--- config.mk ---
export PLATFORM = sky130hd
export DESIGN_NAME = dmac_ctrl
export DESIGN_NICKNAME = d
export VERILOG_FILES = /design/src/rtl/dmac_ctrl_pkg.sv /design/src/rtl/dmac_ctrl_regs.sv /design/src/rtl/dmac_ctrl_status.sv /design/src/rtl/dmac_ctrl_scan.sv /design/src/rtl/dmac_ctrl.sv
export SDC_FILE = /design/constraint.sdc
export NUM_CORES = 1
export LEC_CHECK = 0
export BUFFER_PORTS_ARGS = -buffer_cell sky130_fd_sc_hd__buf_2
export CAP_MARGIN = 20
export CORE_ASPECT_RATIO = 0.75
export CORE_UTILIZATION = 59
export DETAILED_ROUTE_END_ITERATION = 8
export PLACE_DENSITY = 0.95
export SLEW_MARGIN = 20
export SYNTH_ARGS = -nofsm -noshare
export SYNTH_HDL_FRONTEND = slang
export SYNTH_SLANG_ARGS = --single-unit
--- constraint.sdc ---
create_clock -name clk_i -period 6.8 [get_ports clk_i]
set_input_delay 1.36 -clock clk_i [delete_from_list [all_inputs] [get_ports clk_i]]
set_output_delay 1.36 -clock clk_i [all_outputs]
set_load 0.02 [all_outputs]
--- src/rtl/dmac_ctrl_pkg.sv ---
package dmac_ctrl_pkg;
  localparam int NCH  = 4;
  localparam int CH_W = $clog2(NCH);

  typedef enum logic [2:0] {
    W_CMD, W_REQ, W_MASK1, W_MODE, W_CLRPTR, W_MCLR, W_CLRMASK, W_MASKALL
  } wr_sel_e;

  typedef enum logic [2:0] {
    R_STAT, R_REQ, R_CMD, R_MODE, R_SETPTR, R_TEMP, R_CLRCNT, R_MASK
  } rd_sel_e;

  localparam logic [7:0] CMD_BAD    = 8'hEB;  // bits not modelled
  localparam int         CMD_DIS    = 2;
  localparam logic [1:0] OP_CASCADE = 2'd3;
endpackage

--- src/rtl/dmac_ctrl_regs.sv ---
module dmac_ctrl_regs
  import dmac_ctrl_pkg::*;
(
  input  logic               clk_i,
  input  logic               rst_ni,
  input  logic               wr_i,
  input  logic               rd_i,
  input  logic [2:0]         sel_i,
  input  logic [7:0]         wdata_i,
  input  logic               bptr_flip_i,
  input  logic [NCH-1:0]     req_i,
  input  logic [NCH-1:0]     tc_i,
  output logic [7:0]         rdata_o,
  output logic               disable_o,
  output logic [NCH-1:0]     mask_o,
  output logic [NCH*8-1:0]   modes_o,
  output logic               bptr_o,
  output logic               mclr_o,
  output logic               stat_rd_o,
  output logic               req_wr_o
);
  wr_sel_e wsel;
  rd_sel_e rsel;
  assign wsel = wr_sel_e'(sel_i);
  assign rsel = rd_sel_e'(sel_i);

  logic w_cmd, w_mask1, w_mode, w_clrptr, w_mclr, w_clrmask, w_maskall;
  logic r_mode, r_setptr, r_clrcnt;
  assign w_cmd     = wr_i && (wsel == W_CMD);
  assign w_mask1   = wr_i && (wsel == W_MASK1);
  assign w_mode    = wr_i && (wsel == W_MODE);
  assign w_clrptr  = wr_i && (wsel == W_CLRPTR);
  assign w_mclr    = wr_i && (wsel == W_MCLR);
  assign w_clrmask = wr_i && (wsel == W_CLRMASK);
  assign w_maskall = wr_i && (wsel == W_MASKALL);
  assign r_mode    = rd_i && (rsel == R_MODE);
  assign r_setptr  = rd_i && (rsel == R_SETPTR);
  assign r_clrcnt  = rd_i && (rsel == R_CLRCNT);

  logic [7:0]      cmd_q;
  logic [NCH-1:0]  mask_q;
  logic [CH_W-1:0] mptr_q;
  logic            bptr_q;
  logic [7:0]      mode_q [NCH];

  always_ff @(posedge clk_i or negedge rst_ni) begin
    if (!rst_ni) begin
      cmd_q  <= '0;
      mask_q <= '1;
      mptr_q <= '0;
      bptr_q <= 1'b0;
    end else if (w_mclr) begin
      cmd_q  <= '0;
      mask_q <= '1;
      mptr_q <= '0;
      bptr_q <= 1'b0;
    end else begin
      if (w_cmd && ((wdata_i & CMD_BAD) == '0)) cmd_q <= wdata_i;
      if (w_mask1)        mask_q[wdata_i[CH_W-1:0]] <= wdata_i[2];
      else if (w_clrmask) mask_q <= '0;
      else if (w_maskall) mask_q <= wdata_i[NCH-1:0];
      if (r_clrcnt)    mptr_q <= '0;
      else if (r_mode) mptr_q <= mptr_q + 1'b1;
      if (w_clrptr)                bptr_q <= 1'b0;
      else if (r_mode || r_setptr) bptr_q <= 1'b1;
      else if (bptr_flip_i)        bptr_q <= ~bptr_q;
    end
  end

  // Mode bytes survive master clear
  always_ff @(posedge clk_i or negedge rst_ni) begin
    if (!rst_ni) begin
      for (int c = 0; c < NCH; c++) mode_q[c] <= '0;
    end else if (w_mode) begin
      mode_q[wdata_i[CH_W-1:0]] <= wdata_i;
    end
  end

  for (genvar c = 0; c < NCH; c++) begin : g_mode_out
    assign modes_o[8*c +: 8] = mode_q[c];
  end

  always_comb begin
    rdata_o = '0;
    case (rsel)
      R_STAT: rdata_o = {req_i, tc_i};
      R_REQ:  rdata_o = {{(8-NCH){1'b1}}, req_i};
      R_CMD:  rdata_o = cmd_q;
      R_MODE: rdata_o = mode_q[mptr_q] | 8'h03;
      R_MASK: rdata_o = {{(8-NCH){1'b1}}, mask_q};
      default: rdata_o = '0;
    endcase
  end

  assign disable_o = cmd_q[CMD_DIS];
  assign mask_o    = mask_q;
  assign bptr_o    = bptr_q;
  assign mclr_o    = w_mclr;
  assign stat_rd_o = rd_i && (rsel == R_STAT);
  assign req_wr_o  = wr_i && (wsel == W_REQ);

  a_r2_cmd_reject: assert property (@(posedge clk_i) disable iff (!rst_ni)
    (w_cmd && ((wdata_i & CMD_BAD) != '0)) |=> $stable(cmd_q));
  a_r6_mode_step: assert property (@(posedge clk_i) disable iff (!rst_ni)
    (r_mode && !wr_i) |=> (mptr_q == CH_W'($past(mptr_q) + 1'b1)) && bptr_q);
  a_r7_ptr_clear: assert property (@(posedge clk_i) disable iff (!rst_ni)
    (w_clrptr && !rd_i) |=> !bptr_q);
  a_r8_mclr_regs: assert property (@(posedge clk_i) disable iff (!rst_ni)
    w_mclr |=> (cmd_q == '0) && (mask_q == '1) && !bptr_q && (mptr_q == '0));
endmodule

--- src/rtl/dmac_ctrl_status.sv ---
module dmac_ctrl_status
  import dmac_ctrl_pkg::*;
(
  input  logic           clk_i,
  input  logic           rst_ni,
  input  logic           mclr_i,
  input  logic           req_wr_i,
  input  logic [2:0]     req_data_i,
  input  logic           stat_rd_i,
  input  logic [NCH-1:0] dreq_i,
  input  logic [NCH-1:0] tc_set_i,
  output logic [NCH-1:0] req_o,
  output logic [NCH-1:0] tc_o
);
  logic [NCH-1:0] req_q, tc_q, dreq_q, sw_hit;

  always_comb begin
    for (int c = 0; c < NCH; c++)
      sw_hit[c] = req_wr_i && (req_data_i[CH_W-1:0] == CH_W'(c));
  end

  always_ff @(posedge clk_i or negedge rst_ni) begin
    if (!rst_ni) begin
      req_q  <= '0;
      tc_q   <= '0;
      dreq_q <= '0;
    end else begin
      dreq_q <= dreq_i;
      if (mclr_i) begin
        req_q <= '0;
        tc_q  <= '0;
      end else begin
        for (int c = 0; c < NCH; c++) begin
          // device edge beats software write
          if (dreq_i[c] != dreq_q[c]) req_q[c] <= dreq_i[c];
          else if (sw_hit[c])         req_q[c] <= req_data_i[2];
          if (tc_set_i[c])                   tc_q[c] <= 1'b1;
          else if (stat_rd_i || sw_hit[c])   tc_q[c] <= 1'b0;
        end
      end
    end
  end

  assign req_o = req_q;
  assign tc_o  = tc_q;

  a_r11_read_clears: assert property (@(posedge clk_i) disable iff (!rst_ni)
    (stat_rd_i && !mclr_i) |=> ((tc_o & ~$past(tc_set_i)) == '0));
  a_r10_set_sticks: assert property (@(posedge clk_i) disable iff (!rst_ni)
    ((tc_set_i != '0) && !mclr_i) |=> ((tc_o & $past(tc_set_i)) == $past(tc_set_i)));
  a_r8_mclr_flags: assert property (@(posedge clk_i) disable iff (!rst_ni)
    mclr_i |=> (req_o == '0) && (tc_o == '0));
endmodule

--- src/rtl/dmac_ctrl_scan.sv ---
module dmac_ctrl_scan
  import dmac_ctrl_pkg::*;
#(
  parameter int CNT_W     = 16,
  parameter int WORD_WIDE = 0
) (
  input  logic                        clk_i,
  input  logic                        rst_ni,
  input  logic                        disable_i,
  input  logic [NCH-1:0]              mask_i,
  input  logic [NCH-1:0]              req_i,
  input  logic [NCH*2-1:0]            mode_ops_i,
  input  logic [NCH*CNT_W-1:0]        base_cnt_i,
  input  logic                        done_i,
  input  logic [CH_W-1:0]             done_ch_i,
  input  logic [CNT_W+WORD_WIDE:0]    done_cnt_i,
  output logic                        svc_o,
  output logic [CH_W-1:0]             svc_ch_o,
  output logic [CNT_W+WORD_WIDE:0]    svc_lim_o,
  output logic [NCH-1:0]              tc_set_o
);
  localparam int AGT_W = CNT_W + 1 + WORD_WIDE;

  logic [NCH-1:0]  elig;
  logic [CH_W-1:0] pick;
  logic [CNT_W:0]  base_p1 [NCH];
  logic [CNT_W:0]  done_units;

  assign elig       = req_i & ~mask_i & {NCH{~disable_i}};
  assign done_units = done_cnt_i[WORD_WIDE +: CNT_W+1];

  always_comb begin
    pick = '0;
    for (int c = NCH-1; c >= 0; c--)
      if (elig[c]) pick = CH_W'(c);
  end

  for (genvar c = 0; c < NCH; c++) begin : g_ch
    assign base_p1[c]  = {1'b0, base_cnt_i[c*CNT_W +: CNT_W]} + 1'b1;
    assign tc_set_o[c] = done_i && (done_ch_i == CH_W'(c)) &&
                         (done_units == base_p1[c]) &&
                         (mode_ops_i[2*c +: 2] != OP_CASCADE);
  end

  assign svc_o     = |elig;
  assign svc_ch_o  = pick;
  assign svc_lim_o = AGT_W'(base_p1[pick]) << WORD_WIDE;

  a_r9_grant_legal: assert property (@(posedge clk_i) disable iff (!rst_ni)
    svc_o |-> (!mask_i[svc_ch_o] && req_i[svc_ch_o] && !disable_i));
  a_r9_grant_lowest: assert property (@(posedge clk_i) disable iff (!rst_ni)
    svc_o |-> ((req_i & ~mask_i & ((NCH'(1) << svc_ch_o) - 1'b1)) == '0));
  a_r3_no_grant_disabled: assert property (@(posedge clk_i) disable iff (!rst_ni)
    disable_i |-> !svc_o);
  a_r10_cascade_no_tc: assert property (@(posedge clk_i) disable iff (!rst_ni)
    (done_i && (mode_ops_i[2*done_ch_i +: 2] == OP_CASCADE)) |-> (tc_set_o == '0));
endmodule

--- src/rtl/dmac_ctrl.sv ---
module dmac_ctrl
  import dmac_ctrl_pkg::*;
#(
  parameter int CNT_W     = 16,
  parameter int WORD_WIDE = 0
) (
  input  logic                       clk_i,
  input  logic                       rst_ni,
  input  logic                       wr_en_i,
  input  logic                       rd_en_i,
  input  logic [2:0]                 reg_sel_i,
  input  logic [7:0]                 wdata_i,
  output logic [7:0]                 rdata_o,
  input  logic                       bptr_flip_i,
  output logic                       bptr_o,
  input  logic [3:0]                 dreq_i,
  input  logic [4*CNT_W-1:0]         base_cnt_i,
  input  logic                       done_i,
  input  logic [1:0]                 done_ch_i,
  input  logic [CNT_W+WORD_WIDE:0]   done_cnt_i,
  output logic                       svc_o,
  output logic [1:0]                 svc_ch_o,
  output logic [CNT_W+WORD_WIDE:0]   svc_lim_o,
  output logic [31:0]                mode_o
);
  logic           dis, mclr, stat_rd, req_wr;
  logic [NCH-1:0] mask, req, tc, tc_set;
  logic [NCH*8-1:0] modes;
  logic [NCH*2-1:0] mode_ops;

  for (genvar c = 0; c < NCH; c++) begin : g_ops
    assign mode_ops[2*c +: 2] = modes[8*c+6 +: 2];
  end
  assign mode_o = modes;

  dmac_ctrl_regs u_regs (
    .clk_i       (clk_i),
    .rst_ni      (rst_ni),
    .wr_i        (wr_en_i),
    .rd_i        (rd_en_i),
    .sel_i       (reg_sel_i),
    .wdata_i     (wdata_i),
    .bptr_flip_i (bptr_flip_i),
    .req_i       (req),
    .tc_i        (tc),
    .rdata_o     (rdata_o),
    .disable_o   (dis),
    .mask_o      (mask),
    .modes_o     (modes),
    .bptr_o      (bptr_o),
    .mclr_o      (mclr),
    .stat_rd_o   (stat_rd),
    .req_wr_o    (req_wr)
  );

  dmac_ctrl_status u_status (
    .clk_i      (clk_i),
    .rst_ni     (rst_ni),
    .mclr_i     (mclr),
    .req_wr_i   (req_wr),
    .req_data_i (wdata_i[2:0]),
    .stat_rd_i  (stat_rd),
    .dreq_i     (dreq_i),
    .tc_set_i   (tc_set),
    .req_o      (req),
    .tc_o       (tc)
  );

  dmac_ctrl_scan #(.CNT_W(CNT_W), .WORD_WIDE(WORD_WIDE)) u_scan (
    .clk_i      (clk_i),
    .rst_ni     (rst_ni),
    .disable_i  (dis),
    .mask_i     (mask),
    .req_i      (req),
    .mode_ops_i (mode_ops),
    .base_cnt_i (base_cnt_i),
    .done_i     (done_i),
    .done_ch_i  (done_ch_i),
    .done_cnt_i (done_cnt_i),
    .svc_o      (svc_o),
    .svc_ch_o   (svc_ch_o),
    .svc_lim_o  (svc_lim_o),
    .tc_set_o   (tc_set)
  );
endmodule

# == After elaboration in Yosys (flattened, before gate mapping) ==
# Cells that the tools add are included.
# totals
register_bits,59
input_bits,104
out_inout_bits,61
elab_cells,162
# op_classes
n_addsub,5
order_cmp,6
n_eq_ne,25
muxes,48
n_bitwise,8
n_reduce_logical,53
# op_table
cell,n
"adder 16 x 1 -> 17 bit, second input constant",4
equality test 17 bit,4
two-way mux 8 bit,5
case mux 8 bit (5 select lines),1
binary-select mux 17 bit (select 2 bit),1
two-way mux 17 bit,2
bitwise mux 32 bit,1
logical AND 1 bit,31
nonzero test 3 bit,9
two-way mux 4 bit,6
two-way mux 1 bit,21
binary-select mux 8 bit (select 2 bit),1
demux 8 bit (select 2 bit),1
two-way mux 2 bit,7
"equality test 3 bit, second input constant",4
"greater-or-equal comparator 3 bit, second input constant",3
NOT 2 -> 3 bit,3
AND 4 bit,2
"equality test 2 bit, second input constant",4
logical NOT 8 bit,1
"inequality test 2 bit, second input constant",4
nonzero test 4 bit,2
"equality test 3 x 2 -> 1 bit, second input constant",2
logical OR 1 bit,5
15 further kinds,21

# == Longest topological paths before layout ==
# logic_depth
depth_word,11
depth_mapped,10
depth_no_buf,8

# == By module ==
# Synthesis repeated with hierarchy kept, for this count alone.
# hier_totals
hier_cells,731
area_unflattened_um2,6155.9
# by_module_without_submodules
module,n_inst,cells_each,area_per_inst_um2,seq_area_each_um2
dmac_ctrl_scan,1,475,3225.6,0.0
dmac_ctrl_regs,1,213,2424.8,1181.1
dmac_ctrl_status,1,43,505.5,300.3

# == Worst setup path after synthesis ==
# OpenSTA, ideal clock, no wires.
# synth_path
kind,input to output
startpoint,input port base_cnt_i[18]
endpoint,output port svc_lim_o[13]
arrival_ns,3.080
required_ns,5.440
setup_slack_ns,2.360
cell_stages,7
path_buffers,1
cell_sequence,buf_2 nand3_2 nor3_2 nand4_1 xnor2_1 a21oi_1 o21ai_0
# synth_between
elab_chain_cells,4
# synth_rtl
element,line,source
"start, declared",dmac_ctrl.sv:17,"input logic [4*CNT_W-1:0] base_cnt_i,"
adder 16 x 1 -> 17 bit,dmac_ctrl_scan.sv:39,"assign base_p1[c] = {1'b0, base_cnt_i[c*CNT_W +: CNT_W]} + 1'b1;"
binary-select mux 17 bit (select 2 bit),dmac_ctrl_scan.sv:47,assign svc_lim_o = AGT_W'(base_p1[pick]) << WORD_WIDE;
two-way mux 17 bit (implied by the code) (2 in series),dmac_ctrl_scan.sv:47,
"end, declared",dmac_ctrl.sv:23,"output logic [CNT_W+WORD_WIDE:0] svc_lim_o,"
# No other way between the ends. The select of a mux whose other input is x is not followed.

# == Final worst setup path ==
# layout_path
startpoint,input port base_cnt_i[16]
endpoint,output port svc_lim_o[12]
# Same word-level chain as after synthesis.

==> key figures <==
Status
  • Outcome: finished clean

Power and ir drop
  • Pwr per Cell Area: 211 nW/µm²
  • Sw Pwr: 0.596 mW
  • Sw Ratio: 39.3%
  • Combinational Power Share: 39.8%
  • Part of the power in registers: 30.1%
  • Peak supply drop: 205 µV
  • Part of the power in the clock network: 30.1%
  • Static leakage: 3.15 nW
  • Power Internal: 0.920 mW

Logic synthesis
  • Post-Syn Instances: 761
  • Number of flops mapped to enable cells by yosys: 0
  • Post-Synth Simple-Gate Area: 25.6%
  • Most frequent cells after synthesis: 69 x nand2_1, 68 x xnor2_1, 61 x nor2_1
  • Syn_area_per_cell: 7.97 µm²
  • Leading area contributor after synthesis: dfrtp_1
  • Compound-Gate Fraction of Synth Area: 16.1%
  • Count leader, synth: nand2_1
  • Multiplexer share of the synthesized area: 9.98%
  • FFs w/ async S/R, synth: 100%
  • Warnings from Yosys: 0
  • Post-synth cell types: 70
  • Ys flop type: dfrtp_1
  • Largest family of logic cells by synthesized area: simple AND/OR/NAND/NOR gates
  • Synth area leaders: dfrtp_1 23%, xnor2_1 9.8%, xor2_1 7.7%, mux2_2 5.4%, nand2_1 4.3%
  • Yosys reg bits: 59
  • XOR/XNOR share of the synthesized area: 17.5%
  • Area of the mapped netlist: 6070 µm²
  • Share of the synthesized area in the top cell type: 22.7%
  • Mapped Nets: 869
  • Post-synthesis adder-cell area fraction: 1.65%
  • Sequential share of the synthesized area: 24.4%

Clock tree
  • Cts repair resizes: 0
  • Hold Buf Count CTS: 0
  • Setup bufs post-CTS: 0
  • Root buffer cell: clkbuf_16
  • Clk Latency, worst-skew pair: 330 ps
  • Clock transition at the registers of the reported paths: 50 ps
  • Clock Path Buffers: 2
  • Total CTS buffers: 9
  • H-tree depth: 3
  • CTS Sinks: 59
  • TritonCTS clock tree: built

Place
  • DP Wirelength: 16.0 mm
  • Dpl ws: 1780 ps
  • PortBufs: 164
  • Placer Congestion: 0.960

Worst setup path
  • Crit-path max FO: 13
  • Crit. End Element: output pin
  • CP max-delay cell: nor2_1
  • Worst r2r dst: u_status.tc_o[0]
  • R2R cell count: 5
  • CP startpoint kind: primary input
  • Crit-path cells: buf_2 -> ha_1 -> nand4_1 -> nor2_1 -> and3_1 -> xor2_1 -> o21ai_0 -> o21ai_0 -> buf_2
  • Critical Path Start: base_cnt_i[16]
  • Arr. time, crit path: 3750 ps
  • R2R Path Start: u_regs.modes_o[7]
  • Crit path largest cell delay: 720 ps
  • Critical path start-end classification: primary input to output pin
  • R2r setup slk: 4360 ps
  • CP required: 5440 ps

Floorplan
  • Core area: 9810 µm²
  • Chip height: 89.8 µm
  • Site row count: 31
  • Die W: 119 µm
  • Die area: 10700 µm²
  • Top Ports: 165
  • Initial core utilization: 61.8%

GRT
  • Via count of the first global-routing pass: 6235
  • Overflow after GRT: 0
  • Global routing usage on met2: 57.6%
  • Largest net degree at the start of global routing: 60
  • Gr busiest metal: met2
  • Met3 usage: 10.5%
  • Antenna violations before repair: 0
  • First-pass GRT wire length: 32.9 mm
  • Total track usage: 39.3%
  • Met1 Resource Use GR: 54.8%

Layout
  • Ratio of cells with drive above 1 in the final layout: 27.5%
  • # diodes: 0
  • Nets: 997
  • Syn-to-layout area delta: 18.7%

STA
  • Worst Skew: 2.87 ps
  • RSZ-0062 raised after global routing: false
  • Final hold vios: 0
  • Slew Limit Fails: 0
  • Final worst path period share: 75.1%
  • Slew @ Worst Pin: 1130 ps
  • Fmax: 196 MHz
  • Final setup fails: 0
  • Minimum clock period: 5110 ps
  • Slew headroom: 23.9%
  • Final worst slack: 1690 ps
  • Setup TNS: 0 ps

Worst hold path
  • Hold-critical path depth: 1
  • Class of the worst hold path: flop to flop
  • Hold endpoint: u_regs.modes_o[17]
  • Hold Crit Start: u_regs.modes_o[17]

Drt
  • Final WL: 20.9 mm
  • Post-DRT Antenna Nets: 0
  • Avg WL per Cell: 20.4 µm
  • First-pass iteration count of the detailed router: 6
  • # DRC: 0
  • DR vias/cell: 6.59
  • DR iter-0 viols: 917
  • Vias post-DR: 6762

Job
  • Max Cap Viol: 0
==> critical path: cells and delay by family <==
family                   cells  cell delay, ps
AND/OR/NAND/NOR              3            1300
adder cells (fa/ha/maj)      1             350
buffers and inverters        2             330
AO/OA/AOI/OAI                2             270
XOR/XNOR                     1             150
==> logic make-up after synthesis <==
logic type | Yosys count
compound gates | 148
xor+xnor | 121
fa+ha+maj | 9
buf+inv | 75
flops | 59
mux | 48
simple gates | 301
==> sequential cells by signal, indices dropped and copies added (netlist names) <==
name	count
u_status.req_o	4
u_regs.mask_o	4
u_regs.bptr_o	1
u_regs.modes_o	32
u_status.dreq_q	4
u_regs.cmd_q	8
u_status.tc_o	4
u_regs.mptr_q	2
==> how the worst max path moves through the flow <==
stage | endpoint | slack, ps | cells past startpoint
final | svc_lim_o[12] | 1690 | 9
after global routing | svc_lim_o[12] | 1470 | 9
after CTS | svc_lim_o[12] | 1780 | 9
after detailed placement | svc_lim_o[12] | 1780 | 9
after global placement | svc_lim_o[12] | 1860 | 9
after floorplan | svc_lim_o[13] | 2360 | 7
==> routing by layer <==
layer,share of wire [%],up-vias
met5,0,-
met4,3.9,0
met3,14,83
met2,42,532
met1,40,3152
li1,-,2995
==> layout make-up <==
| cell class | instances | area, µm² |
|---|---|---|
| clock buffers | 10 | 239 |
| clock inverters | 6 | 63.8 |
| fillers | 744 | 2610 |
| inverters | 24 | 90.1 |
| multi-input cells | 627 | 4310 |
| flip-flops and latches | 59 | 1480 |
| well taps | 132 | 165 |
| repair buffers | 168 | 851 |
==> power groups by stage <==
stage / registers, mW / clock network, mW / logic [mW]
CTS: 0.452 / 0.457 / 0.591
finish: 0.456 / 0.456 / 0.604
global placement: 0.450 / 0 / 0.572
detailed placement: 0.458 / 0 / 0.585
floorplan: 0.478 / 0 / 0.341
global route: 0.459 / 0.479 / 0.639
==> cells in the final DEF (no fill, tap or decap), types with 4 or more instances in the layout <==
cell type / instances
a2111oi_0: 4
a211oi_1: 4
a21o_1: 4
a21oi_1: 28
a311oi_1: 5
a31oi_1: 10
and2_1: 9
and3_1: 14
buf_2: 164
buf_4: 4
clkbuf_16: 9
dfrtp_1: 55
dfstp_2: 4
ha_1: 4
inv_1: 23
maj3_1: 5
mux2_2: 29
mux2i_1: 11
mux4_2: 7
nand2_1: 69
nand2b_1: 9
nand3_1: 51
nand4_1: 17
nor2_1: 61
nor2b_1: 7
nor3_1: 18
nor3b_1: 6
nor4_1: 12
o211ai_1: 13
o21ai_0: 41
o221a_2: 4
o31ai_1: 4
or2_2: 5
xnor2_1: 68
xor2_1: 53
==> per-stage QoR <==
stage	std cells	utilization (%)	hold slack [ps]	power (mW)	area, µm²
after floorplan	761	-	447	0.819	6070
after global placement	1010	70.3	446	1.02	6900
after detailed placement	1010	70.3	456	1.04	6900
after CTS	1026	73.4	468	1.50	7200
after global routing	1026	73.4	482	1.58	7200
final	1026	73.4	466	1.52	7200
(Power assumes the default switching activity.)
